## src/rtl/bscan_pkg.sv

```systemverilog
// Package for the boundary-scan chain: cell kinds and chain layout helpers.
package bscan_pkg;

    // Kind of boundary cell; selects capture source and update stage.
    typedef enum logic [1:0] {
        CELL_IN  = 2'd0,
        CELL_RO  = 2'd1,
        CELL_OE  = 2'd2,
        CELL_OUT = 2'd3
    } cell_kind_e;

    // True when a cell of this kind owns an update stage.
    function automatic bit kind_has_update(cell_kind_e k);
        return k != CELL_RO;
    endfunction

    // True when a cell of this kind captures its pad-facing output.
    function automatic bit kind_captures_output(cell_kind_e k);
        return (k == CELL_OE) || (k == CELL_OUT);
    endfunction

endpackage

```

## src/rtl/bscan_cell.sv

```systemverilog
// One boundary cell: a capture/shift stage plus, for every kind but the
// read-only input, an update stage and a mode mux on the functional path.
// Assumes strobes are already qualified with the chain select.
module bscan_cell
    import bscan_pkg::*;
#(
    parameter cell_kind_e KIND = CELL_IN
) (
    input  logic tck,
    input  logic rst_n,
    input  logic cap_en,
    input  logic shf_en,
    input  logic upd_en,
    input  logic mode,
    input  logic func_in,
    input  logic ser_in,
    output logic ser_q,
    output logic func_out
);
    localparam bit HasUpd = kind_has_update(KIND);
    localparam bit CapOut = kind_captures_output(KIND);

    logic cap_src;

    // Capture source: the pad-facing side of the cell.
    assign cap_src = CapOut ? func_out : func_in;

    // Capture/shift stage: capture wins over shift, otherwise hold.
    always_ff @(posedge tck) begin
        if (!rst_n)      ser_q <= 1'b0;
        else if (cap_en) ser_q <= cap_src;
        else if (shf_en) ser_q <= ser_in;
    end

    generate
        if (HasUpd) begin : g_upd
            logic upd_q;

            // Update stage: loads only on the update strobe.
            always_ff @(posedge tck) begin
                if (!rst_n)      upd_q <= 1'b0;
                else if (upd_en) upd_q <= ser_q;
            end

            // Functional path mux: test value when mode is high.
            assign func_out = mode ? upd_q : func_in;
        end else begin : g_ro
            // Read-only cell: functional path is a bare wire.
            assign func_out = func_in;
        end
    endgenerate

endmodule

```

## src/rtl/bscan_chain.sv

```systemverilog
// Boundary-scan register chain. The serial order runs from scan_in
// through input cells, read-only cells, enable cells, then output cells,
// and ends at scan_out. Each enable cell governs OUT_PER_OE adjacent outputs.
// Assumes N_OUT is a multiple of OUT_PER_OE and the strobes are one tck wide.
module bscan_chain
    import bscan_pkg::*;
#(
    parameter int N_IN       = 4,
    parameter int N_RO       = 2,
    parameter int N_OUT      = 4,
    parameter int OUT_PER_OE = 2,
    localparam int N_OE      = N_OUT / OUT_PER_OE
) (
    input  logic             tck,
    input  logic             rst_n,
    input  logic             chain_sel,
    input  logic             capture_dr,
    input  logic             shift_dr,
    input  logic             update_dr,
    input  logic             test_mode,
    input  logic             scan_in,
    output logic             scan_out,
    input  logic [N_IN-1:0]  pad_in,
    output logic [N_IN-1:0]  core_in,
    input  logic [N_RO-1:0]  pad_ro,
    output logic [N_RO-1:0]  core_ro,
    input  logic [N_OUT-1:0] core_out,
    input  logic [N_OE-1:0]  core_oe,
    output logic [N_OUT-1:0] pad_out,
    output logic [N_OUT-1:0] pad_oe
);
    localparam int RoBase  = N_IN;
    localparam int OeBase  = N_IN + N_RO;
    localparam int OutBase = N_IN + N_RO + N_OE;
    localparam int Len     = OutBase + N_OUT;

    logic         cap_en, shf_en, upd_en;
    logic [Len:0] ser;
    logic [N_OE-1:0] oe_grp;

    // Strobe qualification by the chain select.
    assign cap_en = chain_sel & capture_dr;
    assign shf_en = chain_sel & shift_dr;
    assign upd_en = chain_sel & update_dr;

    assign ser[0]   = scan_in;
    assign scan_out = ser[Len];

    genvar g;
    generate
        for (g = 0; g < N_IN; g++) begin : g_in
            bscan_cell #(.KIND(CELL_IN)) u_cell (
                .tck(tck), .rst_n(rst_n), .cap_en(cap_en), .shf_en(shf_en),
                .upd_en(upd_en), .mode(test_mode), .func_in(pad_in[g]),
                .ser_in(ser[g]), .ser_q(ser[g+1]), .func_out(core_in[g]));
        end
        for (g = 0; g < N_RO; g++) begin : g_ro
            bscan_cell #(.KIND(CELL_RO)) u_cell (
                .tck(tck), .rst_n(rst_n), .cap_en(cap_en), .shf_en(shf_en),
                .upd_en(upd_en), .mode(test_mode), .func_in(pad_ro[g]),
                .ser_in(ser[RoBase+g]), .ser_q(ser[RoBase+g+1]),
                .func_out(core_ro[g]));
        end
        for (g = 0; g < N_OE; g++) begin : g_oe
            bscan_cell #(.KIND(CELL_OE)) u_cell (
                .tck(tck), .rst_n(rst_n), .cap_en(cap_en), .shf_en(shf_en),
                .upd_en(upd_en), .mode(test_mode), .func_in(core_oe[g]),
                .ser_in(ser[OeBase+g]), .ser_q(ser[OeBase+g+1]),
                .func_out(oe_grp[g]));
        end
        for (g = 0; g < N_OUT; g++) begin : g_out
            bscan_cell #(.KIND(CELL_OUT)) u_cell (
                .tck(tck), .rst_n(rst_n), .cap_en(cap_en), .shf_en(shf_en),
                .upd_en(upd_en), .mode(test_mode), .func_in(core_out[g]),
                .ser_in(ser[OutBase+g]), .ser_q(ser[OutBase+g+1]),
                .func_out(pad_out[g]));
            // Enable fan-out: each pad takes its group's enable.
            assign pad_oe[g] = oe_grp[g / OUT_PER_OE];
        end
    endgenerate

endmodule

```

## config.mk

```make
export PLATFORM = sky130hd
export DESIGN_NAME = bscan_chain
export DESIGN_NICKNAME = d
export VERILOG_FILES = /design/src/rtl/bscan_pkg.sv /design/src/rtl/bscan_cell.sv /design/src/rtl/bscan_chain.sv
export SDC_FILE = /design/constraint.sdc
export NUM_CORES = 1
export LEC_CHECK = 0
export BUFFER_PORTS_ARGS = -buffer_cell sky130_fd_sc_hd__buf_4
export CORE_MARGIN = 4
export CORE_UTILIZATION = 40
export DETAILED_ROUTE_END_ITERATION = 10
export PLACE_DENSITY_LB_ADDON = 0.2
export SLEW_MARGIN = 25
export SYNTH_ARGS = -nofsm -noshare
export SYNTH_HDL_FRONTEND = slang
export SYNTH_HIERARCHICAL = 1
export SYNTH_SLANG_ARGS = --single-unit
```

## constraint.sdc

```tcl
create_clock -name tck -period 1.5 [get_ports tck]
set_clock_uncertainty 0.1 [all_clocks]
set_input_delay 0.225 -clock tck [delete_from_list [all_inputs] [get_ports tck]]
set_output_delay 0.225 -clock tck [all_outputs]
set_load 0.05 [all_outputs]
```

Yosys cells after proc, flatten, opt, wreduce, memory -nomap -nowiden
Cells that the tools add are included.
- muxes and demuxes: 34
- bitwise logic cells: 3
- reduce and logical (&&, ||, !) cells: 1
- operator list (cell ; count):
    $mux 1 ; 34
    $and 1x1->1 ; 3
    $reduce_bool 2->1 ; 1
- register bits after elaboration: 22
- word-level logic and storage cells: 60

Longest topological paths before layout
Gate-level depths: netlist of run 1.
- word-level depth: 3
- gate-level depth with buffers: 3
- gate-level depth less buffers: 3

Modules after synthesis
Netlist of run 1, hierarchy kept.
- modules (own cells, without submodules) (module ; times used ; cells each ; area an instance (um^2) ; seq. area each (um^2)):
    bscan_cell at g_oe[0].u_cell ... ; 6 ; 9 ; 108.9 ; 40.0
    bscan_cell at g_in[0].u_cell ... ; 4 ; 8 ; 95.1 ; 40.0
    bscan_cell at g_ro[0].u_cell ... ; 2 ; 5 ; 55.1 ; 20.0
    bscan_chain ; 1 ; 5 ; 33.8 ; 0.0

Worst setup path after synthesis of run 1
No wires, ideal clock.
- path kind: input port to flip-flop
- start: in shift_dr
- end: reg g_ro[1].u_cell.ser_q
- setup time: 0.116 ns
- data arrival time: 1.193 ns
- required time: 1.284 ns
- path slack: 0.091 ns
- stages on the path: 3
- path through: and2_1 mux2_1 o211a_1
- cells in the longest elaborated chain, start to end: 2
- ends and longest elaborated chain (element ; RTL line ; RTL):
    start: declaration ; bscan_chain.sv:18 ; input logic shift_dr,
    $and 1x1->1 ; bscan_chain.sv:43 ; assign shf_en = chain_sel & shift_dr;
    $reduce_bool 2->1 (no line) ; n/a ;
    end signal: assignment ; bscan_cell.sv:31 ; else if (cap_en) ser_q <= cap_src;
    end signal: assignment ; bscan_cell.sv:32 ; else if (shf_en) ser_q <= ser_in;
    end: declaration ; bscan_cell.sv:17 ; output logic ser_q,
Every way passes these cells.
A chain may end at the register's enable or synchronous reset.

Final worst setup path of run 1
- start: reg g_oe[1].u_cell.g_upd.upd_q
- end: out pad_oe[2]
- cells in the longest elaborated chain, start to end: 1
- ends and longest elaborated chain (element ; RTL line ; RTL):
    start: declaration ; bscan_cell.sv:37 ; logic upd_q;
    start signal: assignment ; bscan_cell.sv:42 ; else if (upd_en) upd_q <= ser_q;
    $mux 1 ; bscan_cell.sv:46 ; assign func_out = mode ? upd_q : func_in;
    end: declaration ; bscan_chain.sv:30 ; output logic [N_OUT-1:0] pad_oe
Every way passes these cells.

==> summary.txt, run 1 <==
Cells and area
  • Multi-input logic area: 707 um^2
  • # nets final: 159
  • Synthesis-to-layout area growth: 29.4%
  • Share of layout cells above drive strength 1: 41.3%
  • Register area: 440 um^2
  • Final-layout fill cell count: 265
  • # diodes: 0

Setup path
  • Largest stage delay, worst path: 340 ps
  • Top Family by Delay on Critical Path: flip-flops
  • Crit path max fanout: 3
  • Worst Path Required: 1170 ps
  • CP max-delay cell: dfxtp_1
  • Startpoint types: flop
  • Bufs and invs on worst path: 1
  • Critical Setup Path Class: reg -> out
  • CP endpoint kind: primary output
  • Crit-path cells: mux2_4 -> buf_4
  • Critical path arrival: 1140 ps

Die
  • Row cnt: 19
  • IO Pins: 35
  • Core ar.: 0.00278 mm^2
  • Starting density of the core: 42.3%
  • Die Footprint: 0.00388 mm^2
  • Die Wd: 62.3 um
  • Die height: 62.3 um

Clock network
  • Post-CTS setup buffer count: 0
  • Later-pin clock latency in the skew report: 320 ps
  • Cts hold-fix bufs: 0
  • CTS Buf Count: 3
  • H-Tree Depth: 1
  • CTS resizes: 0
  • Number of clock sinks: 22
  • Maximum clock path buffer count: 2
  • CTS tree: yes
  • Root Buffer: clkbuf_4
  • Clock-pin transition on the worst setup and hold timing paths: 130 ps

Global routing
  • Total track usage: 12.7%
  • Vias in the first global route: 878
  • Gr busiest metal: met2
  • GR Util met3: 3.78%
  • Met1 usage: 14.7%
  • First-pass GRT wire length: 4090 um
  • Initial antenna violation count: 0
  • Largest net degree at the start of global routing: 29
  • Global-route met2 utilization: 22.7%
  • Congestion Overflow GR: 0

Place
  • Hpwl dp: 1690 um
  • Place WS: 104 ps
  • Number of I/O port buffers: 34
  • GP Congestion: 0.702

STA
  • Final WS setup: 39.6 ps
  • Setup TNS: 0 ps
  • Final Hold Fails: 0
  • Fmax: 685 MHz
  • RSZ-0062 raised after global routing: yes
  • Max-slew violations: 0
  • Endpoints failing setup: 0
  • Slew @ Worst Pin: 298 ps
  • Rel. slew slack: 80.1%
  • WHS: 130 ps
  • Tmin final: 1460 ps
  • Final worst path period share: 97.4%

Yosys
  • Synthesized area: 0.00118 mm^2
  • Largest cells by area after synthesis: dfxtp_1 37%, mux2i_1 14%, mux2_4 7.7%
  • FF+latch count, synth: 22
  • Post-Syn Nets: 121
  • Syn Inst Count: 101
  • Synth warnings: 6
  • Synth cell types: 11
  • Syn avg cell area: 11.7 um^2
  • Top cell type's share of synthesized area: 37.4%
  • Cell taking the most area after synthesis: dfxtp_1
  • Post-synthesis sequential area ratio: 37.4%

Detailed routing
  • DR WL/cell: 14.1 um
  • WL final: 2380 um
  • DR vias/cell: 5.08
  • Pre-antenna DRT Iters: 4
  • DRC: 0
  • Vias: 858
  • Antenna Nets Post-Route: 0
  • DRT iter0 DRCs: 7

Power
  • Leakage: 0.707 nW
  • Max rail drop VDD: 0.879 mV
  • Tot Pwr: 0.00140 W
  • Power Density: 917 mW/mm^2

Job
  • Number of max-cap violations: 0

Status
  • Status: finished clean

Min path
  • HP Class: in -> reg
[kinds of logic after synthesis]
logic type | Yosys count | synth area share (%)
multiplexers | 32 | 30.8
AND/OR/NAND/NOR | 31 | 16.5
flip-flops | 22 | 37.4
AO/OA/AOI/OAI | 12 | 12.8
buffers and inverters | 4 | 2.55
[routing by layer]
layer | routed length [um] | vias to the layer above
li1 | - | 430
met2 | 1210 | 22
met5 | 0 | -
met4 | 8 | 0
met3 | 125 | 3
met1 | 1040 | 403
[cell type report]
class,count,share of cell area (%)
Tap cell,31,2.55
Clock inverter,1,1.97
Sequential cell,22,28.9
Timing Repair Buffer,37,18.7
Multi-Input combinational cell,75,46.4
Clock buffer,3,1.48
[worst paths after layout]
kind,startpoint,end,slack (ps),depth (start not counted)
setup / recovery,g_oe[1].u_cell/g_upd.upd_q$_SDFFE_PN0P_,pad_oe[2],40,2
hold / removal,core_out[1],g_out[1].u_cell/ser_q$_SDFFE_PN0P_,130,3
setup reg to reg,g_in[2].u_cell/ser_q$_SDFFE_PN0P_,g_in[3].u_cell/ser_q$_SDFFE_PN0P_,450,2
hold reg to reg,g_in[2].u_cell/g_upd.upd_q$_SDFFE_PN0P_,g_in[2].u_cell/g_upd.upd_q$_SDFFE_PN0P_,430,2
[synthesized netlist by cell type (all sizes together)]
master   number
o2bb2ai       6
o211a         6
mux2i        16
dfxtp        22
and2          9
buf           4
mux2         16
nand2b       12
nor2b        10
[cells in the final DEF (no fill, tap or decap)]
cell type	n
buf_4	35
dfxtp_1	22
o2bb2ai_2	6
mux2_2	4
bufinv_16	1
nor2b_1	10
nand2b_1	12
mux2_1	6
o211a_1	6
mux2i_1	16
and2_1	9
clkbuf_4	3
buf_6	2
mux2_4	6
[sequential cells by signal (all words and copies together) (netlist names)]
register,flops
g_out.u_cell/g_upd.upd_q,4
g_oe.u_cell/ser_q,2
g_in.u_cell/g_upd.upd_q,4
g_oe.u_cell/g_upd.upd_q,2
g_in.u_cell/ser_q,4
g_out.u_cell/ser_q,4
g_ro.u_cell/ser_q,2
[stage by stage]
| stage | instances | util [%] | cell area (um^2) |
|---|---|---|---|
| finish | 169 | 54.8 | 1520 |
| floorplan | 101 | - | 1180 |
| global route | 169 | 54.8 | 1520 |
| detailed placement | 165 | 52.6 | 1460 |
| CTS | 169 | 54.5 | 1520 |
| global placement | 165 | 52.6 | 1460 |
[where the power goes]
| group | switching (W) | total [W] | internal (W) | leakage, nW |
|---|---|---|---|---|
| Sequential | 0.0000149 | 0.000622 | 0.000607 | 0.179 |
| Clock | 0.000191 | 0.000461 | 0.000270 | 0.0279 |
| Combinational | 0.000171 | 0.000313 | 0.000142 | 0.500 |
[worst register-to-register path, delay by kind of cell (launching register included)]
family / cells / cell delay, ps
flops: 1 / 350
compound gates: 1 / 200
mux: 1 / 310
Note: power is estimated with default switching activity, not from simulation.
==> inputs of run 2 (changes only) <==
- MAX_ROUTING_LAYER: default -> met4
- clock period: 1.5 -> 1.3 ns (I/O delays scaled with it)
==> run 2 against run 1 <==
Effect of this change: the run now ends with negative setup slack left; register-to-register slack lost 210 ps; power grew 7.8%; global-route usage grew 1.0 points; die area is the same; sequential power grew 16%; critical path depth is the same; flip-flop and latch count is the same; cell count grew 3.0%; critical path type unchanged; largest cell class unchanged; largest power group unchanged; highest routed layer unchanged.
==> summary.txt, run 2 (synthesis results as in run 1) <==
STA
  • Final worst path period share: 106%
  • Max-slew violations: 0
  • Rel. slew slack: 55.6%
  • Setup TNS: -710 ps
  • Final WS setup: -81.6 ps
  • RSZ-0062 raised after global routing: yes
  • Tmin final: 1380 ps
  • WHS: 118 ps
  • Final Hold Fails: 0
  • Slew @ Worst Pin: 665 ps
  • Fmax: 724 MHz
  • Endpoints failing setup: 12

Clock network
  • CTS tree: yes
  • CTS Buf Count: 3
  • Later-pin clock latency in the skew report: 300 ps
  • Cts hold-fix bufs: 0
  • Root Buffer: clkbuf_4
  • Clock-pin transition on the worst setup and hold timing paths: 120 ps
  • Number of clock sinks: 22
  • H-Tree Depth: 1
  • Maximum clock path buffer count: 2

Power
  • Power Density: 913 mW/mm^2
  • Max rail drop VDD: 0.631 mV
  • Leakage: 0.768 nW

Detailed routing
  • DR vias/cell: 5.05
  • DRC: 0
  • WL final: 2460 um
  • DR WL/cell: 14.1 um
  • Antenna Nets Post-Route: 0
  • DRT iter0 DRCs: 14
  • Pre-antenna DRT Iters: 4
  • Vias: 879

Global routing
  • Vias in the first global route: 925
  • Congestion Overflow GR: 0
  • Largest net degree at the start of global routing: 29
  • Initial antenna violation count: 0
  • First-pass GRT wire length: 4340 um
  • Total track usage: 13.7%

Die
  • Starting density of the core: 42.3%
  • Die height: 62.3 um
  • IO Pins: 35
  • Die Footprint: 0.00388 mm^2
  • Row cnt: 19
  • Die Wd: 62.3 um
  • Core ar.: 0.00278 mm^2

Cells and area
  • Share of layout cells above drive strength 1: 51.0%
  • # diodes: 0
  • Most common cell after layout, fill and taps aside: buf_4
  • Multi-input logic area: 723 um^2
  • Final cell count without fillers: 174
  • Final Cell Area: 0.00165 mm^2
  • Commonest cells after routing, fill and taps aside: 30 x buf_4, 16 x mux2i_1, 12 x nand2b_1, 12 x dfxtp_1
  • Synthesis-to-layout area growth: 40.1%
  • # nets final: 164
  • Register area: 453 um^2
  • Final-layout fill cell count: 253

Place
  • Hpwl dp: 1690 um
  • Place WS: -56.0 ps
  • GP Congestion: 0.704
  • Post-DP Area: 0.00146 mm^2
  • Placed cell count: 164
  • Number of I/O port buffers: 34

Setup path
  • Crit path max fanout: 3
  • Critical Setup Path Class: reg -> out
  • Worst Path Required: 1000 ps
  • Critical path arrival: 1090 ps
  • CP endpoint kind: primary output
  • RR Startpoint: g_in[2].u_cell/ser_q$_SDFFE_PN0P_
  • Crit. Startpoint: g_oe[1].u_cell/g_upd.upd_q$_SDFFE_PN0P_
  • Startpoint types: flop

Status
  • Status: finished with violations
  • Failing checks: negative setup slack

Job
  • Number of max-cap violations: 0

Min path
  • Hold_sp: pad_ro[0]
  • HP Class: in -> reg
==> run 2: area by class of cell <==
class                      instances  share of cell area (%)
timing repair buffer              42                    24.1
tap                               31                    2.35
sequential                        22                    27.5
clock buffer                       4                    2.20
multi-input combinational         75                    43.9
==> run 2: critical path, cell delays in order (launching register included) <==
cell     delay (ps)
dfxtp_2         350
mux2_4          280
buf_6           160
==> run 2: where the power goes <==
group          switching, W  internal, W  leakage [nW]  total, W
sequential        0.0000176     0.000701         0.184  0.000719
combinational      0.000208     0.000206         0.563  0.000414
clock              0.000202     0.000171        0.0210  0.000373
==> run 2: stage by stage <==
step	utilization, %	power [W]
6_report	59.3	0.00151
2_1_floorplan	-	0.000972
4_1_cts	58.8	0.00152
3_3_place_gp	52.4	0.00109
3_5_place_dp	52.4	0.00109
5_1_grt	59.3	0.00159
==> run 2: path summary, 6_finish.rpt <==
kind / end / slack [ps] / cells after the start
min: g_ro[0].u_cell/ser_q$_SDFFE_PN0P_ / 120 / 3
max: pad_oe[3] / -80 / 2
max reg2reg: g_in[3].u_cell/ser_q$_SDFFE_PN0P_ / 240 / 2
min reg2reg: g_out[2].u_cell/g_upd.upd_q$_SDFFE_PN0P_ / 420 / 2
==> run 2: timing repair <==
item                                    4_1_cts  5_1_grt
buffers inserted                              5        1
gates resized for setup                      34        2
endpoints found under the setup margin       12       12
==> run 2: metal layers <==
metal | wire length [um] | global-route usage (%) | vias up
met5 | 0 | - | -
met2 | 1190 | 21.9 | 23
met4 | 12 | 3.18 | 0
met1 | 1130 | 17.7 | 411
li1 | - | - | 443
met3 | 119 | 3.06 | 2
